===== config.mk =====
export PLATFORM = sky130hd
export DESIGN_NAME = sbus_bram_bridge
export DESIGN_NICKNAME = d
export VERILOG_FILES = /design/src/rtl/sbb_pkg.sv /design/src/rtl/sbb_burst_track.sv /design/src/rtl/sbb_wr_commit.sv /design/src/rtl/sbb_ram.sv /design/src/rtl/sbus_bram_bridge.sv
export SDC_FILE = /design/constraint.sdc
export NUM_CORES = 1
export LEC_CHECK = 0
export BUFFER_PORTS_ARGS = -buffer_cell sky130_fd_sc_hd__buf_2
export CAP_MARGIN = 10
export CORE_UTILIZATION = 35
export CTS_BUF_LIST = sky130_fd_sc_hd__clkbuf_8
export CTS_CLUSTER_DIAMETER = 100
export DETAILED_ROUTE_END_ITERATION = 10
export PLACE_DENSITY_LB_ADDON = 0.2
export SLEW_MARGIN = 20
export SYNTH_ARGS = -nofsm -noshare
export SYNTH_HDL_FRONTEND = slang
export SYNTH_SLANG_ARGS = --single-unit

===== constraint.sdc =====
create_clock -name clk -period 3.3 [get_ports clk]
set_input_delay 0.495 -clock clk [delete_from_list [all_inputs] [get_ports clk]]
set_output_delay 0.495 -clock clk [all_outputs]
set_load 0.01 [all_outputs]

===== src/rtl/sbb_pkg.sv =====
// Shared types for the synchronous burst bridge.
package sbb_pkg;
    // Burst phase as seen by the tracker.
    typedef enum logic [1:0] {
        PH_IDLE = 2'd0,
        PH_LAT  = 2'd1,
        PH_DATA = 2'd2
    } phase_t;
endpackage


===== src/rtl/sbb_burst_track.sv =====
// Burst tracker: follows chip select through idle, latency and data
// phases, holds the word address of the beat due on the next edge and
// presents a one-word-ahead RAM read address.
// Assumes DATA_LAT >= 2 and at least one cs_n-high edge between bursts.
module sbb_burst_track
    import sbb_pkg::*;
#(
    parameter int ADDR_W   = 6,
    parameter int DATA_LAT = 2
) (
    input  logic              clk,
    input  logic              rst_n,
    input  logic              cs_n,
    input  logic [ADDR_W-1:0] addr,
    output phase_t            phase,
    output logic [ADDR_W-1:0] beat_addr,
    output logic              beat_stb,
    output logic [ADDR_W-1:0] rd_addr
);
    localparam int LAT_W = $clog2(DATA_LAT + 1);
    localparam logic [LAT_W-1:0] LAT_LAST = LAT_W'(DATA_LAT - 1);
    localparam logic [LAT_W-1:0] LAT_ONE  = LAT_W'(1);
    localparam logic [ADDR_W-1:0] ADDR_ONE = ADDR_W'(1);

    logic [LAT_W-1:0] lat_cnt;

    // A data edge is any edge in the data phase with chip select low.
    always_comb beat_stb = (phase == PH_DATA) && !cs_n;

    // Fetch one word ahead during data so RAM latency is hidden.
    always_comb rd_addr = (phase == PH_DATA) ? beat_addr + ADDR_ONE : beat_addr;

    // Phase sequencing, latency counting and beat address stepping.
    always_ff @(posedge clk) begin
        if (!rst_n) begin
            phase     <= PH_IDLE;
            lat_cnt   <= '0;
            beat_addr <= '0;
        end else begin
            case (phase)
                PH_IDLE: begin
                    if (!cs_n) begin
                        beat_addr <= addr;
                        lat_cnt   <= LAT_ONE;
                        phase     <= PH_LAT;
                    end
                end
                PH_LAT: begin
                    if (cs_n) begin
                        phase <= PH_IDLE;
                    end else if (lat_cnt == LAT_LAST) begin
                        phase <= PH_DATA;
                    end else begin
                        lat_cnt <= lat_cnt + LAT_ONE;
                    end
                end
                PH_DATA: begin
                    if (cs_n) begin
                        phase <= PH_IDLE;
                    end else begin
                        beat_addr <= beat_addr + ADDR_ONE;
                    end
                end
                default: phase <= PH_IDLE;
            endcase
        end
    end
endmodule


===== src/rtl/sbb_wr_commit.sv =====
// Write commit pipeline: holds each write beat for one edge and commits
// it only when the next edge still shows chip select low. The beat on the
// trailing edge is dropped when chip select rises.
// Assumes beat_stb comes from the burst tracker in the same clock domain.
module sbb_wr_commit #(
    parameter int ADDR_W = 6,
    parameter int LANES  = 2
) (
    input  logic                 clk,
    input  logic                 rst_n,
    input  logic                 cs_n,
    input  logic                 we_n,
    input  logic                 beat_stb,
    input  logic [ADDR_W-1:0]    beat_addr,
    input  logic [LANES-1:0]     lane_n,
    input  logic [8*LANES-1:0]   data_in,
    output logic                 pend_valid,
    output logic [LANES-1:0]     wr_be,
    output logic [ADDR_W-1:0]    wr_addr,
    output logic [8*LANES-1:0]   wr_data
);
    logic [LANES-1:0]   pend_be;
    logic [ADDR_W-1:0]  pend_addr;
    logic [8*LANES-1:0] pend_data;

    // Capture a candidate write beat on every data edge.
    always_ff @(posedge clk) begin
        if (!rst_n) begin
            pend_valid <= 1'b0;
            pend_be    <= '0;
            pend_addr  <= '0;
            pend_data  <= '0;
        end else begin
            pend_valid <= beat_stb && !we_n;
            pend_be    <= ~lane_n;
            pend_addr  <= beat_addr;
            pend_data  <= data_in;
        end
    end

    // Promote the candidate to a RAM write only if the burst continued.
    always_ff @(posedge clk) begin
        if (!rst_n) begin
            wr_be   <= '0;
            wr_addr <= '0;
            wr_data <= '0;
        end else if (pend_valid && !cs_n) begin
            wr_be   <= pend_be;
            wr_addr <= pend_addr;
            wr_data <= pend_data;
        end else begin
            wr_be <= '0;
        end
    end
endmodule


===== src/rtl/sbb_ram.sv =====
// Single-port synchronous RAM with per-byte write enables and a
// registered, read-first output. Contents are not reset.
module sbb_ram #(
    parameter int ADDR_W = 6,
    parameter int LANES  = 2
) (
    input  logic                 clk,
    input  logic [ADDR_W-1:0]    addr,
    input  logic [LANES-1:0]     be,
    input  logic [8*LANES-1:0]   wdata,
    output logic [8*LANES-1:0]   rdata
);
    localparam int DEPTH = 1 << ADDR_W;

    for (genvar g = 0; g < LANES; g++) begin : g_lane
        logic [7:0] mem [DEPTH];

        // One byte column: optional write, registered read.
        always_ff @(posedge clk) begin
            if (be[g]) begin
                mem[addr] <= wdata[8*g +: 8];
            end
            rdata[8*g +: 8] <= mem[addr];
        end
    end
endmodule


===== src/rtl/sbus_bram_bridge.sv =====
// Top of the bridge: the host's synchronous burst bus on one side and an
// internal block RAM on the other. Read data is driven through a pad
// enable while chip select and output enable are both low.
// Assumes one clock for bus and RAM, DATA_LAT >= 2, and at least one
// cs_n-high edge between bursts.
module sbus_bram_bridge
    import sbb_pkg::*;
#(
    parameter int ADDR_W   = 6,
    parameter int LANES    = 2,
    parameter int DATA_LAT = 2
) (
    input  logic                 clk,
    input  logic                 rst_n,
    input  logic                 cs_n,
    input  logic                 oe_n,
    input  logic                 we_n,
    input  logic [LANES-1:0]     lane_n,
    input  logic [ADDR_W-1:0]    addr,
    input  logic [8*LANES-1:0]   data_in,
    output logic [8*LANES-1:0]   data_out,
    output logic                 data_oe
);
    localparam int DATA_W = 8 * LANES;

    phase_t              phase;
    logic [ADDR_W-1:0]   beat_addr;
    logic                beat_stb;
    logic [ADDR_W-1:0]   rd_addr;
    logic                pend_valid;
    logic [LANES-1:0]    wr_be;
    logic [ADDR_W-1:0]   wr_addr;
    logic [DATA_W-1:0]   wr_data;
    logic [ADDR_W-1:0]   ram_addr;
    logic [DATA_W-1:0]   ram_rdata;

    sbb_burst_track #(
        .ADDR_W   (ADDR_W),
        .DATA_LAT (DATA_LAT)
    ) u_track (
        .clk       (clk),
        .rst_n     (rst_n),
        .cs_n      (cs_n),
        .addr      (addr),
        .phase     (phase),
        .beat_addr (beat_addr),
        .beat_stb  (beat_stb),
        .rd_addr   (rd_addr)
    );

    sbb_wr_commit #(
        .ADDR_W (ADDR_W),
        .LANES  (LANES)
    ) u_commit (
        .clk        (clk),
        .rst_n      (rst_n),
        .cs_n       (cs_n),
        .we_n       (we_n),
        .beat_stb   (beat_stb),
        .beat_addr  (beat_addr),
        .lane_n     (lane_n),
        .data_in    (data_in),
        .pend_valid (pend_valid),
        .wr_be      (wr_be),
        .wr_addr    (wr_addr),
        .wr_data    (wr_data)
    );

    // Single RAM port: a committed write takes priority over prefetch.
    always_comb ram_addr = (|wr_be) ? wr_addr : rd_addr;

    sbb_ram #(
        .ADDR_W (ADDR_W),
        .LANES  (LANES)
    ) u_ram (
        .clk   (clk),
        .addr  (ram_addr),
        .be    (wr_be),
        .wdata (wr_data),
        .rdata (ram_rdata)
    );

    // Pad drive: only while the host selects and reads.
    always_comb begin
        data_out = ram_rdata;
        data_oe  = !cs_n && !oe_n;
    end
endmodule


==> results.md <==
- Status: complete, but fails checks
- Failing checks: setup timing
- Final Max Slew Viols: 0
- Die ar.: 116,000 um2
- VDD IR max: 332 uV
- CP Max Fanout: 18
- GPL Wtd Cong: 0.826
- Req. time, crit path: 3.99 ns
- DR vias: 24,631
- Placed Area: 44,700 um2
- CP startpoint: u_track.beat_addr[0]
- Post-route ant nets: 0
- Min-delay src: addr[3]
- PortBufs: 45
- TritonCTS clock tree: built
- Routed vias/inst: 5.55
- Worst-path clk slew: 0.06 ns
- Area Overhead vs Synth: 21.8%
- Sink Count: 1,099
- Syn Std Cell Area: 40,200 um2
- R2R cell count: 13
- Worst setup EP type: flip-flop
- Router iterations before antenna repair: 7
- Register area share after synthesis: 0.803
- GRT Residual Overflow: 0
- # setup viols final: 1
- Ys Warns: 0
- Hold Vio Cnt, Final: 0
- Initial Utilization: 0.355
- RR Endpoint: u_ram.rdata[0]
- TritonCTS Buffers: 179
- Layout cells sized above 1: 0.264
- Top cell type's share of synthesized area: 0.766
- Design area: 48,900 um2
- RSZ-0062 raised after global routing: true
- Worst hold slack: 0.0844 ns
- Tmin final: 3.34 ns
- Hold Path Depth: 5
- Slowest cell on the critical path: nor4_4
- Power Dens Cells: 551 nW/um2
- Max Clock Freq: 299 MHz
- DRC viols: 0
- Ys async rst share: 0
- H-tree depth: 4
- Total wire length: 115,000 um
- Core area: 113,000 um2
- Largest net degree at the start of global routing: 66
- #FFs+latches synth: 1,099
- Worst slack, placed: -0.567 ns
- Worst-path cell chain: ha_4, and3b_2, a211oi_4, buf_4, o21bai_1, and2_4, buf_12, buf_12, a222oi_1, a31oi_2, nor4_4, buf_4, nand4_1
- Slowest stage delay, CP: 0.43 ns
- Clk pwr share: 0.413
- Post-Syn Nets: 2,370
- Vias in the first global route: 24,482
- Synth area leaders: edfxtp_1, a222oi_1, dfxtp_1
- Clock Latency Late Sink: 0.86 ns
- Tot Pwr: 27,000 uW
- Die Wd: 341 um
- Psw: 5980 uW
- CTS max path bufs: 3
- Site row count: 123
- Final Cycle Share: 1.01
- Synth Instances: 2,339
- Sw frac: 0.222
- Simple-gate share of the synthesized area: 0.0560
- PnR worst setup slack: -0.0399 ns
- First-pass GRT wire length: 167,000 um
- Yosys top cell by area: edfxtp_1
- Hold Path Class: in2reg
- Detailed placer's ending HPWL: 71,800 um
- Synth Area in Compound Gates: 0.122
- Synth cell types: 53
- Worst setup SP type: flip-flop
- Internal Power: 21,000 uW
- Critical R2R Launch: u_track.beat_addr[0]
- Reg power frac: 0.558
- GRT Util Overall: 0.194
- R2R setup slack: -0.04 ns
- Mux share of post-synthesis cell area: 0.000561
- P_leak: 0.0184 uW
- DRT iter0 DRCs: 3,608
- Worst Setup EP: u_ram.rdata[0]
- WP data arrival: 4.03 ns
- Clk_skew: 0.0457 ns
- IO Pins: 46
- Top post-synthesis cells by count: edfxtp_1, a222oi_1, nand2_1
- Synth Area in Adders: 0.000623
- Largest family of logic cells by synthesized area: compound AO/OA/AOI/OAI gates
- Nets: 2,828
- Initial antenna violation count: 3
- CP Class: reg2reg
- Wire length per cell: 25.9 um
- Worst Tran Pin Value: 0.943 ns
- Xor/xnor share of the synthesized area: 0.000623
- Top-count cell post-synth: edfxtp_1
- Number of max-cap violations: 0
- Comb pwr share: 0.029
- Number of flops mapped to enable cells by yosys: 1,024
- Slew headroom: 0.371
- CTS Root Cell: clkbuf_8
- Synth Flop Type: edfxtp_1
- Syn Area/Cell: 17.2 um2
- Die height: 341 um
[cell families (layout without fill, tap and decap cells)]
group,count (synthesis),count (layout)
AOI/OAI and AO/OA,582,583
xor gates and xnor gates,2,2
adders and majority gates,2,2
buffers and inverters,176,777
DFF,1099,1099
muxes,2,2
other,0,1
and+or+nand+nor,476,476
[per-layer routing]
layer | vias up | track usage | share of wire
met3 | 166 | 0.0365 | 0.078
met4 | 0 | 0.0512 | 0.018
li1 | 10709 | - | -
met5 | - | 0 | 0
met1 | 12632 | 0.280 | 0.44
met2 | 1124 | 0.302 | 0.46
[worst min-delay path by stage]
| stage | end |
|---|---|
| 2_1_floorplan | u_commit.wr_data[10] |
| 3_3_place_gp | u_commit.wr_addr[2] |
| 3_5_place_dp | u_commit.wr_addr[2] |
| 4_1_cts | u_track.beat_addr[3] |
| 5_1_grt | u_track.beat_addr[3] |
| 6_report | u_track.beat_addr[3] |
[worst max-delay path: cells and delay by family (launching register included)]
kind,cells,cell delay [ns]
buf+inv,4,0.65
compound gates,4,0.87
fa+ha+maj,1,0.26
flops,1,0.34
simple gates,4,1.03
[state kept, by name, indices dropped and copies added (netlist names)]
register and cells:
u_ram.g_lane.mem 1024, u_commit.pend_data 16, u_commit.wr_data 16, u_ram.rdata 16
u_commit.pend_addr 6, u_commit.wr_addr 6, u_track.beat_addr 6, u_commit.pend_be 2
u_commit.wr_be 2, u_track.lat_cnt 2, u_track.phase 2, u_commit.pend_valid 1
[cells in the final DEF, fill, tap and decap left out, types with 25 or more instances in the layout]
cell	instances
nand2_1	163
inv_1	77
a21oi_1	35
a22o_1	98
clkinv_1	29
a21boi_0	25
and3_1	35
buf_2	45
a31o_2	31
a31oi_1	79
buf_4	341
a22oi_1	35
edfxtp_1	1024
buf_12	28
nor2_1	126
a222oi_1	222
dfxtp_1	54
clkbuf_8	191
[per-stage QoR]
step | TNS [ns] | utilization | std cells
5_1_grt | -0.372 | 0.432 | 4442
3_3_place_gp | -4.12 | 0.395 | 4067
4_1_cts | -0.0460 | 0.430 | 4423
6_report | -0.0399 | 0.432 | 4442
2_1_floorplan | -27.56 | - | 2339
3_5_place_dp | -3.26 | 0.395 | 4067
[cell type report]
class | count | area, um2
clock buffer | 191 | 2630
clock inverter | 134 | 761
inverter | 5 | 18.8
antenna | 1 | 2.50
multi-input combinational | 1065 | 7620
tap | 1500 | 1880
timing repair buffer | 447 | 3730
sequential | 1099 | 32300
fill | 10027 | 64200
[power groups by stage]
stage	logic (uW)	registers (uW)	clock network, uW
final	788	15000	11100
after global routing	825	15000	12000
after CTS	770	15000	11400
after detailed placement	734	15300	0
after global placement	723	15300	0
after floorplan	334	15300	0
[repair_timing]
action                                  in CTS  in global routing
hold buffers                                23                  0
gates cloned                                 1                  2
pin swaps                                   16                 19
buffers inserted                             7                 16
endpoints found under the hold margin       23                  0
resized for setup                           47                 28
endpoints found under the setup margin      27                 22
Note: power is estimated with default switching activity, not from simulation.
